**config.mk**
```make
export PLATFORM = sky130hd
export DESIGN_NAME = frame_irq_timer
export DESIGN_NICKNAME = d
export VERILOG_FILES = /design/src/rtl/tmr_pkg.sv /design/src/rtl/tmr_div_counter.sv /design/src/rtl/tmr_req_latch.sv /design/src/rtl/frame_irq_timer.sv
export SDC_FILE = /design/constraint.sdc
export NUM_CORES = 1
export LEC_CHECK = 0
export BUFFER_PORTS_ARGS = -buffer_cell sky130_fd_sc_hd__buf_2
export CORE_MARGIN = 3
export CORE_UTILIZATION = 30
export CTS_BUF_LIST = sky130_fd_sc_hd__clkbuf_2
export DETAILED_ROUTE_END_ITERATION = 8
export PLACE_DENSITY = 0.45
export SLEW_MARGIN = 40
export SYNTH_ARGS = -nofsm -noshare
export SYNTH_HDL_FRONTEND = slang
export SYNTH_SLANG_ARGS = --single-unit
export TNS_END_PERCENT = 30
```
**constraint.sdc**
```tcl
create_clock -name clk -period 1.6 [get_ports clk]
set_input_delay 0.16 -clock clk [delete_from_list [all_inputs] [get_ports clk]]
set_output_delay 0.16 -clock clk [all_outputs]
set_load 0.02 [all_outputs]
```
**src/rtl/tmr_pkg.sv**
```systemverilog
package tmr_pkg;

    // Divider action chosen for one clock edge
    typedef enum logic [1:0] {
        DIV_HOLD    = 2'd0,
        DIV_ADVANCE = 2'd1,
        DIV_CLEAR   = 2'd2
    } div_ctl_e;

    // Observable outputs carried together
    typedef struct packed {
        logic frame;
        logic req_pend;
    } tmr_out_t;

    // Clearing beats advancing; the acknowledge bit clears regardless of the enable
    function automatic div_ctl_e ctl_decode(input logic rst, input logic ack, input logic en);
        if (rst || ack)
            return DIV_CLEAR;
        else if (en)
            return DIV_ADVANCE;
        else
            return DIV_HOLD;
    endfunction

    // A stage turns on when it is low now and high after the update
    function automatic logic stage_turns_on(input logic now_v, input logic next_v);
        return (!now_v) && next_v;
    endfunction

endpackage

```
**src/rtl/tmr_div_counter.sv**
```systemverilog
module tmr_div_counter #(
    parameter int W         = 13,
    parameter int FRAME_TAP = 9,
    parameter int IRQ_TAP   = 12
) (
    input  logic               clk,
    input  tmr_pkg::div_ctl_e  ctl,
    output logic               frame_q,
    output logic               irq_stage_q,
    output logic               irq_stage_nxt
);
    localparam logic [W-1:0] ONE = W'(1);

    logic [W-1:0] cnt_q;
    logic [W-1:0] cnt_nxt;

    always_comb begin
        unique case (ctl)
            tmr_pkg::DIV_CLEAR:   cnt_nxt = '0;
            tmr_pkg::DIV_ADVANCE: cnt_nxt = cnt_q + ONE;
            default:              cnt_nxt = cnt_q;
        endcase
    end

    always_ff @(posedge clk) begin
        cnt_q <= cnt_nxt;
    end

    assign frame_q       = cnt_q[FRAME_TAP];
    assign irq_stage_q   = cnt_q[IRQ_TAP];
    assign irq_stage_nxt = cnt_nxt[IRQ_TAP];
endmodule

```
**src/rtl/tmr_req_latch.sv**
```systemverilog
module tmr_req_latch (
    input  logic               clk,
    input  tmr_pkg::div_ctl_e  ctl,
    input  logic               stage_q,
    input  logic               stage_nxt,
    output logic               pend_q
);
    logic set_req;

    assign set_req = (ctl == tmr_pkg::DIV_ADVANCE) &&
                     tmr_pkg::stage_turns_on(stage_q, stage_nxt);

    always_ff @(posedge clk) begin
        if (ctl == tmr_pkg::DIV_CLEAR)
            pend_q <= 1'b0;
        else if (set_req)
            pend_q <= 1'b1;
    end
endmodule

```
**src/rtl/frame_irq_timer.sv**
```systemverilog
module frame_irq_timer #(
    parameter int FRAME_LOG2 = 10,
    parameter int IRQ_LOG2   = 13
) (
    input  logic clk,
    input  logic rst,
    input  logic e_en,
    input  logic ack_hold,
    output logic frame_clk,
    output logic irq_n
);
    import tmr_pkg::*;

    localparam int CNT_W     = IRQ_LOG2;
    localparam int FRAME_TAP = FRAME_LOG2 - 1;
    localparam int IRQ_TAP   = IRQ_LOG2 - 1;

    div_ctl_e ctl;
    tmr_out_t outs;
    logic     irq_stage_q;
    logic     irq_stage_nxt;

    assign ctl = ctl_decode(rst, ack_hold, e_en);

    generate
        if (FRAME_LOG2 < 1 || FRAME_LOG2 > IRQ_LOG2) begin : g_bad_cfg
            initial $error("frame divider stage must lie inside the counter");
        end
    endgenerate

    tmr_div_counter #(
        .W         (CNT_W),
        .FRAME_TAP (FRAME_TAP),
        .IRQ_TAP   (IRQ_TAP)
    ) u_cnt (
        .clk           (clk),
        .ctl           (ctl),
        .frame_q       (outs.frame),
        .irq_stage_q   (irq_stage_q),
        .irq_stage_nxt (irq_stage_nxt)
    );

    tmr_req_latch u_req (
        .clk       (clk),
        .ctl       (ctl),
        .stage_q   (irq_stage_q),
        .stage_nxt (irq_stage_nxt),
        .pend_q    (outs.req_pend)
    );

    assign frame_clk = outs.frame;
    assign irq_n     = ~outs.req_pend;
endmodule

```
# ---- After elaboration in Yosys (flattened, before gate mapping)
# Index checks and enable logic that the tools add are counted.
dict set report op_classes {
  n_shift 0
  n_bitwise 1
  reduce_logical 5
  multipliers 0
  mux 3
  div_mod_pow 0
  magnitude_cmp 0
  n_addsub 1
  eq_ne 2
}
# op n
set op_table {}
lappend op_table {{case mux 13 bit (2 select lines)} 1}
lappend op_table {{adder 13 x 1 -> 13 bit, second input constant} 1}
lappend op_table {{== test 2 x 1 -> 1 bit, second input constant} 1}
lappend op_table {{== test 2 bit, second input constant} 1}
lappend op_table {{logical AND 1 bit} 2}
lappend op_table {{2-to-1 mux 2 bit} 1}
lappend op_table {{nonzero test 2 bit} 1}
lappend op_table {{logical NOT 1 bit} 1}
lappend op_table {{logical OR 1 bit} 1}
lappend op_table {{2-to-1 mux 1 bit} 1}
lappend op_table {{NOT 1 bit} 1}
dict set report word_totals {
  in_bits 4
  wordCells 15
  regBits 14
  output_inout_bits 2
  latchBits 0
  rom_bits 0
  n_memories 0
  ram_bits 0
}

# ---- Longest topological paths before layout
# Gate-level depths: netlist of run 1.
dict set report logic_depth {
  depth_word 6
  depth_mapped 4
  depth_no_buf 4
}

# ---- Modules after synthesis
# Synthesis of run 1 repeated with hierarchy kept, for this count alone.
dict set report unflattened {
  hier_cells 73
  area_unflattened_um2 780.7
}
# mod cells_each instances area_each_um2 seq_area_each_um2
set modules_own_cells {}
lappend modules_own_cells {tmr_div_counter 66 1 716.9 380.4}
lappend modules_own_cells {tmr_req_latch 4 1 46.3 20.0}
lappend modules_own_cells {frame_irq_timer 3 1 17.5 0.0}

# ---- Least setup slack after synthesis of run 1
# OpenSTA, ideal clock, no wires.
dict set report synth_timing {
  kind {reg2reg}
  from {register u_cnt.cnt_q[0]}
  to {register u_cnt.cnt_q[10] (data pin)}
  path_slack_ns 0.184
  setup_time_ns 0.147
  stages_incl_launch_ff 5
  required_time_ns 1.453
  arrival_ns 1.270
  n_path_buf 0
  synth_period_minus_slack_ns 1.416
  cell_sequence {edfxtp_1 > ha_1 > nand4_2 > or4_1 > a21oi_1}
}
dict set report synth_between {
  elab_chain_cells 2
}
# element line_no
set synth_lines {}
lappend synth_lines {{start: declaration} tmr_div_counter.sv:14} ;# logic [W-1:0] cnt_q;
lappend synth_lines {{start signal: assignment} tmr_div_counter.sv:26} ;# cnt_q <= cnt_nxt;
lappend synth_lines {{adder 13 x 1 -> 13 bit} tmr_div_counter.sv:20} ;# tmr_pkg::DIV_ADVANCE: cnt_nxt = cnt_q + ONE;
lappend synth_lines {{case mux 13 bit (2 select lines)} tmr_div_counter.sv:18} ;# unique case (ctl)
lappend synth_lines {{net u_cnt.cnt_nxt[10]} tmr_div_counter.sv:15} ;# logic [W-1:0] cnt_nxt;
# The timed path passes the listed nets, and every way through them passes these cells.
# A chain may end at the register's enable or synchronous reset.

# ---- Worst setup path after layout of run 1
# Ends and elaborated chain as after synthesis.

==> flow_metrics.tcl, run 1 <==
set metrics [dict create \
    fin_cells 106 \
    fin_crit_ns 1.539 \
    syn_avg_cell_area_um2 10.68 \
    syn_inst 69 \
    synth_fa_ha_area_frac 0.01698 \
    drc 0 \
    fill_cells 232 \
    max_slew_margin 0.6428 \
    finish.utilization 0.3645 \
    synthMuxAreaShare 0.02716 \
    io_pins 6 \
    yosys_warnings 0 \
    synth_top_area_cell "edfxtp_1" \
    pwr-share-clk 0.282 \
    coreArea_um2 2276 \
    yosys-top-cells-area "edfxtp_1 49%, dfxtp_1 5.4%, a21oi_1 4.1%, or3_1 3.4%, nand2_1 3.1%" \
    p_total_uw 646.3 \
    num_rows 17 \
    p_leak_nw 0.2672 \
    dp_cells 102 \
    start_util 0.3238 \
    crit_type "reg -> reg" \
    netSwitchingFraction 0.2396 \
    netlist_area_um2 737.0 \
    critPathRequiredTime_ns 1.74 \
    tightest_slew_ns 0.5358 \
    vias 543 \
    grt_pass1_vias 528 \
    dp_slack_ns 0.08121 \
    skew_ns 0.0009833 \
    finalSetupTns_ns 0 \
    r2r_setup_slack_ns 0.06 \
    finalHoldViolCount 0 \
    vias_per_cell 5.123 \
    async_flop_share 0 \
    cts.path.max_buffers 2 \
    finalWorstSetupSlack_ns 0.06127 \
    antenna_found_initial 0 \
    comb_power_share 0.061 \
    power.density_nw_per_um2 779.1 \
    power_frac_seq 0.657 \
    start_kind "flop" \
    dp_hpwl_um 968.3 \
    cts.htree.levels 1 \
    dieArea_um2 3087 \
    ys_seq_area_frac 0.5433 \
    grt_max_degree 13 \
    cts.repair.resized 0 \
    placed_area_um2 800.8 \
    synth_compound_area_frac 0.1036 \
    finalSetupViolations 0 \
    synth_top_area_frac 0.4890 \
    syn_nets 74 \
    p_int_uw 491.4 \
    synth-seq-cells 14 \
    synth_top_family_by_area "simple AND/OR/NAND/NOR gates" \
    cts_setup_buffers 0 \
    p_sw_uw 154.8 \
    synthSimpleGateAreaFrac 0.2581 \
    max_freq_mhz 649.9 \
    synth_xor_area_frac 0.03565 \
    synthFlopType "edfxtp_1" \
    path_clk_slew_ns 0.14 \
    crit_path_max_fanout 7 \
    crit_arrival_ns 1.68 \
    synth_edf_count 12 \
    design.final.nets 84 \
    post-route-period-util 0.9617 \
    tritoncts "done" \
    antennaDiodeCount 0 \
    vdd_drop_max_mv 0.3494 \
    fin_area_um2 829.5 \
    antenna_left 0 \
    end_kind "flop" \
    root_buffer "clkbuf_2" \
    grt-ovfl-total 0 \
    die_w_um 55.57 \
    hold_buffers 0 \
    status "finished, final reports clean" \
    multi_input_area_um2 334.1 \
    fp.dieH_um 55.57 \
    holdWs_ns 0.1954 \
    hp-class "in -> reg" \
    drt_iter0_markers 17 \
    cts.sinks 14 \
    clock_latency_ns 0.27 \
    rsz0062_at_grt "yes" \
    grt_pass1_wl_mm 2.366 \
    layout-drive-gt1-share 0.2051 \
    avgRoutedWirePerCell_um 12.84 \
    globalplace.congestion 0.7581 \
    cts_made_buffers 3 \
    syn2layout_area_growth_pct 12.56 \
    grtUsageTotal 0.09844 \
    wirelength_mm 1.361 \
    first_pass_iters 4 \
    max_cap_viol_count 0 \
    synthDistinctLibCells 26 \
    io_buffers 5 \
    drv_slew 0 \
    regArea_um2 400.4 \
]
## metal layers
metal | vias up | wire length [µm] | global-route usage
met5 | - | 0 | 0
met1 | 251 | 716 | 0.1381
li1 | 281 | - | -
met4 | 0 | 28 | 0.05208
met2 | 7 | 584 | 0.1402
met3 | 4 | 31 | 0.02103
## cell usage in the layout, fill, tap and decap left out, types with 2 or more instances in the layout
cell type / n
xor2_1: 2
inv_1: 2
nor2_1: 6
mux2i_1: 2
nand2_1: 6
edfxtp_1: 12
or3_1: 4
or4_1: 3
dfxtp_1: 2
nand3_1: 4
o31ai_1: 3
buf_2: 5
o21ai_0: 3
clkbuf_2: 4
a21oi_1: 6
## critical path, cell delays in order, from the launching register on
cell and delay, ns:
edfxtp_1 0.42, ha_2 0.22, nand4_2 0.18, or4_1 0.43
a21oi_1 0.15
## sequential cells by signal (all words and copies together) (netlist names)
name	count
u_cnt.cnt_q	13
u_req.pend_q	1
## path summary, 6_finish.rpt
check	startpoint	to	cells after the start
setup / recovery	u_cnt.cnt_q[0]$_DFFE_PP_	u_cnt.cnt_q[10]$_DFFE_PP_	4
hold / removal	rst	u_cnt.cnt_q[12]$_DFF_P_	3
setup reg to reg	u_cnt.cnt_q[0]$_DFFE_PP_	u_cnt.cnt_q[10]$_DFFE_PP_	4
hold reg to reg	u_cnt.cnt_q[12]$_DFF_P_	u_cnt.cnt_q[12]$_DFF_P_	2
## synthesized netlist by cell type, drive strengths merged (2+ instances only)
library cell  instances
a21oi                 6
dfxtp                 2
edfxtp               12
inv                   2
mux2i                 2
nand2                 6
nand3                 5
nand4                 2
nor2                  6
nor4                  2
o21ai                 3
o31ai                 3
or3                   5
or4                   3
xor2                  2
## cells by family after synthesis
logic type	Yosys count
fa+ha+maj	1
flops	14
simple gates	33
compound gates	13
mux	2
xor+xnor	3
buf+inv	3
## layout make-up
type / count / area share
timing repair buffer: 6 / 0.03922
clock buffer: 4 / 0.02413
inverter: 2 / 0.009050
sequential: 14 / 0.4827
multi-input combinational: 52 / 0.4027
tap: 28 / 0.04223
## power groups by stage
stage / combinational (mW) / sequential [mW] / clock (mW)
2_1_floorplan: 0.0227 / 0.431 / 0
3_3_place_gp: 0.0399 / 0.432 / 0
3_5_place_dp: 0.0392 / 0.433 / 0
4_1_cts: 0.0395 / 0.425 / 0.192
5_1_grt: 0.0451 / 0.427 / 0.209
6_report: 0.0392 / 0.425 / 0.182
Power figures use the tool's default switching activity.
==> run 2: changes to the inputs <==
- CORE_MARGIN: 3 -> 4
- CORE_UTILIZATION: 30 -> 29
- PLACE_DENSITY: 0.45 -> 0.43
- SYNTH_HIERARCHICAL: unset -> 1
==> run 2 against run 1 <==
The flow now finishes with violations (setup timing). Sequential power grew 4.9%. Area after synthesis grew 5.9%. Combinational power grew to 2.6 times the previous value. Cell area grew 29%. Sequential share of layout area shrank 11 points. Die area grew 16%. First-iteration DRC count shrank 41%. Register-to-register slack lost 0.19 ns. Maximum frequency shrank 11%. Routed wire length grew 26%. Cell count grew 22%. Hold slack gained 0.24 ns. Highest routed layer unchanged.
==> flow_metrics.tcl, run 2 <==
set metrics [dict create \
    tightest_slew_ns 0.3186 \
    clock_latency_ns 0.27 \
    crit_arrival_ns 1.96 \
    mostFrequentLayoutCells "18 x buf_4, 12 x edfxtp_1, 7 x nand2_1, 5 x buf_2, 5 x a21oi_1" \
    synth_common_cells "12 x edfxtp_1, 7 x nand2_1, 6 x a21oi_1" \
    layout-drive-gt1-share 0.3737 \
    vias 626 \
    syn_avg_cell_area_um2 10.70 \
    reg2reg_depth 6 \
    grt_pass1_vias 682 \
    drc 0 \
    grt_pass1_wl_mm 3.049 \
    antenna_left 0 \
    largest_register "u_cnt/cnt_q" \
    drv_slew 0 \
    synthFlopType "edfxtp_1" \
    critPathRequiredTime_ns 1.84 \
    fp.dieH_um 59.89 \
    root_buffer "clkbuf_2" \
    tritoncts "done" \
    yosys-top-cells-area "edfxtp_1 46%, dfxtp_1 5.1%, a21oi_1 3.8%, or4_1 3.8%, nand2_1 3.4%" \
    syn2layout_area_growth_pct 37.02 \
    dp_cells 125 \
    syn_inst 73 \
    yosys_warnings 6 \
    vias_per_cell 4.853 \
    grt-ovfl-total 0 \
    p_total_uw 719.4 \
    async_flop_share 0 \
    coreArea_um2 2522 \
    start_kind "flop" \
    end_kind "flop" \
    rsz0062_at_grt "yes" \
    antennaDiodeCount 0 \
    cts.htree.levels 1 \
    skew_ns 0.0009434 \
    grtUsageTotal 0.1169 \
    path_clk_slew_ns 0.14 \
    hp-class "in -> reg" \
    io_buffers 5 \
    dp_slack_ns -0.1595 \
    cts_setup_buffers 0 \
    reg.largest.list "u_cnt/cnt_q x13, u_req/pend_q x1" \
    start_util 0.3095 \
    finalHoldViolCount 0 \
    fin_cells 129 \
    max_cap_viol_count 0 \
    grt_max_degree 13 \
    synth_edf_count 12 \
    crit_path_start "u_cnt/cnt_q[1]$_DFFE_PN_" \
    critPathMaxStageDelay_ns 0.45 \
    finalWorstSetupSlack_ns -0.1281 \
    netlist_area_um2 780.7 \
    post-route-period-util 1.080 \
    vdd_drop_max_mv 0.4336 \
    cts.sinks 14 \
    yosysMostFrequentCell "edfxtp_1" \
    dp_hpwl_mm 1.201 \
    fill_cells 255 \
    finalSetupTns_ns -0.1561 \
    path_cells "ha_4 -> nand4_4 -> or4_4 -> o311ai_4 -> and4bb_1 -> a21o_1" \
    io_pins 6 \
    synthDistinctLibCells 29 \
    r2r_setup_slack_ns -0.13 \
    drt_iter0_markers 10 \
    largest_reg_flops 13 \
    die_w_um 59.89 \
    status "finished, violations left" \
    finalSetupViolations 2 \
    antenna_found_initial 0 \
    cts_made_buffers 3 \
    synth-seq-cells 14 \
    crit_type "reg -> reg" \
    mostFrequentLayoutCell "buf_4" \
    first_pass_iters 3 \
    dieArea_um2 3586 \
    hp-start "rst" \
    synth_top_area_frac 0.4615 \
    endpoint "u_req/pend_q$_SDFFE_PN0P_" \
    r2r_start "u_cnt/cnt_q[1]$_DFFE_PN_" \
    wirelength_mm 1.710 \
    globalplace.congestion 0.6605 \
    synth_top_area_cell "edfxtp_1" \
    cts.path.max_buffers 2 \
    max_freq_mhz 578.7 \
    violations "setup timing" \
    critPathSlowestCell "or4_4" \
    design.final.nets 106 \
    max_slew_margin 0.7869 \
    num_rows 18 \
    p_leak_nw 0.3939 \
    power.density_nw_per_um2 672.5 \
    crit_path_max_fanout 3 \
    ys_seq_area_frac 0.5128 \
    avgRoutedWirePerCell_um 13.26 \
    fin_crit_ns 1.728 \
    r2r_end "u_req/pend_q$_SDFFE_PN0P_" \
    syn_nets 79 \
]
[run 2: changes by cell type after synthesis, sizes merged, moves of 2 or more]
cell	change
inv	+3
nand3	-2
nor2	-2
or3	-2
[run 2: metal layers]
layer  part of all wire  track usage  up-vias  routed length (µm)
li1                   -            -      328                   -
met1               0.48       0.1436      292                 819
met2               0.48       0.1898        4                 821
met3              0.031      0.04104        2                  53
met4             0.0088      0.03797        0                  15
met5                  0            0        -                   0
[run 2: where the power goes]
| part | switching (mW) | internal (mW) |
|---|---|---|
| Clock | 0.117 | 0.0543 |
| Combinational | 0.0520 | 0.0509 |
| Sequential | 0.0243 | 0.421 |
| Total | 0.193 | 0.527 |
[run 2: worst min-delay path by stage]
stage,to,depth (start not counted)
final,u_req/pend_q$_SDFFE_PN0P_,5
after global routing,u_req/pend_q$_SDFFE_PN0P_,5
after global placement,u_req/pend_q$_SDFFE_PN0P_,1
after detailed placement,u_req/pend_q$_SDFFE_PN0P_,1
after floorplan,u_req/pend_q$_SDFFE_PN0P_,1
after CTS,u_req/pend_q$_SDFFE_PN0P_,5
[run 2: logic make-up after synthesis]
kind of cell | synth area share
buffers and inverters | 0.02884
adder cells (fa/ha/maj) | 0.03205
flip-flops | 0.5128
XOR/XNOR | 0.03366
AO/OA/AOI/OAI | 0.1186
AND/OR/NAND/NOR | 0.2612
multiplexers | 0.01282
[run 2: critical path: cells and delay by family (launching register included)]
family	cells	cell delay, ns
DFF	1	0.43
AOI/OAI and AO/OA	2	0.31
and+or+nand+nor	3	0.79
adders and majority gates	1	0.16
[run 2: repair_timing]
item	4_1_cts	5_1_grt
pin swaps	3	1
setup endpoints to repair	5	6
hold buffers	0	0
resized for setup	7	1
[run 2: stage by stage]
| step | hold slack (ns) | cell area [µm²] | utilization |
|---|---|---|---|
| final | 0.4383 | 1070 | 0.4241 |
| after floorplan | 0.4259 | 802.0 | - |
| after CTS | 0.4272 | 1066 | 0.4226 |
| after detailed placement | 0.4510 | 996.0 | 0.3948 |
| after global placement | 0.4421 | 996.0 | 0.3948 |
| after global routing | 0.4491 | 1070 | 0.4241 |
[run 2: final cells by class]
type / instances / area, µm² / share of cell area
inverters: 5 / 18.77 / 0.01754
flip-flops and latches: 14 / 400.4 / 0.3743
clock inverters: 1 / 3.754 / 0.003509
multi-input cells: 53 / 434.2 / 0.4058
repair buffers: 23 / 160.2 / 0.1497
well taps: 30 / 37.54 / 0.03509
clock buffers: 3 / 15.01 / 0.01404
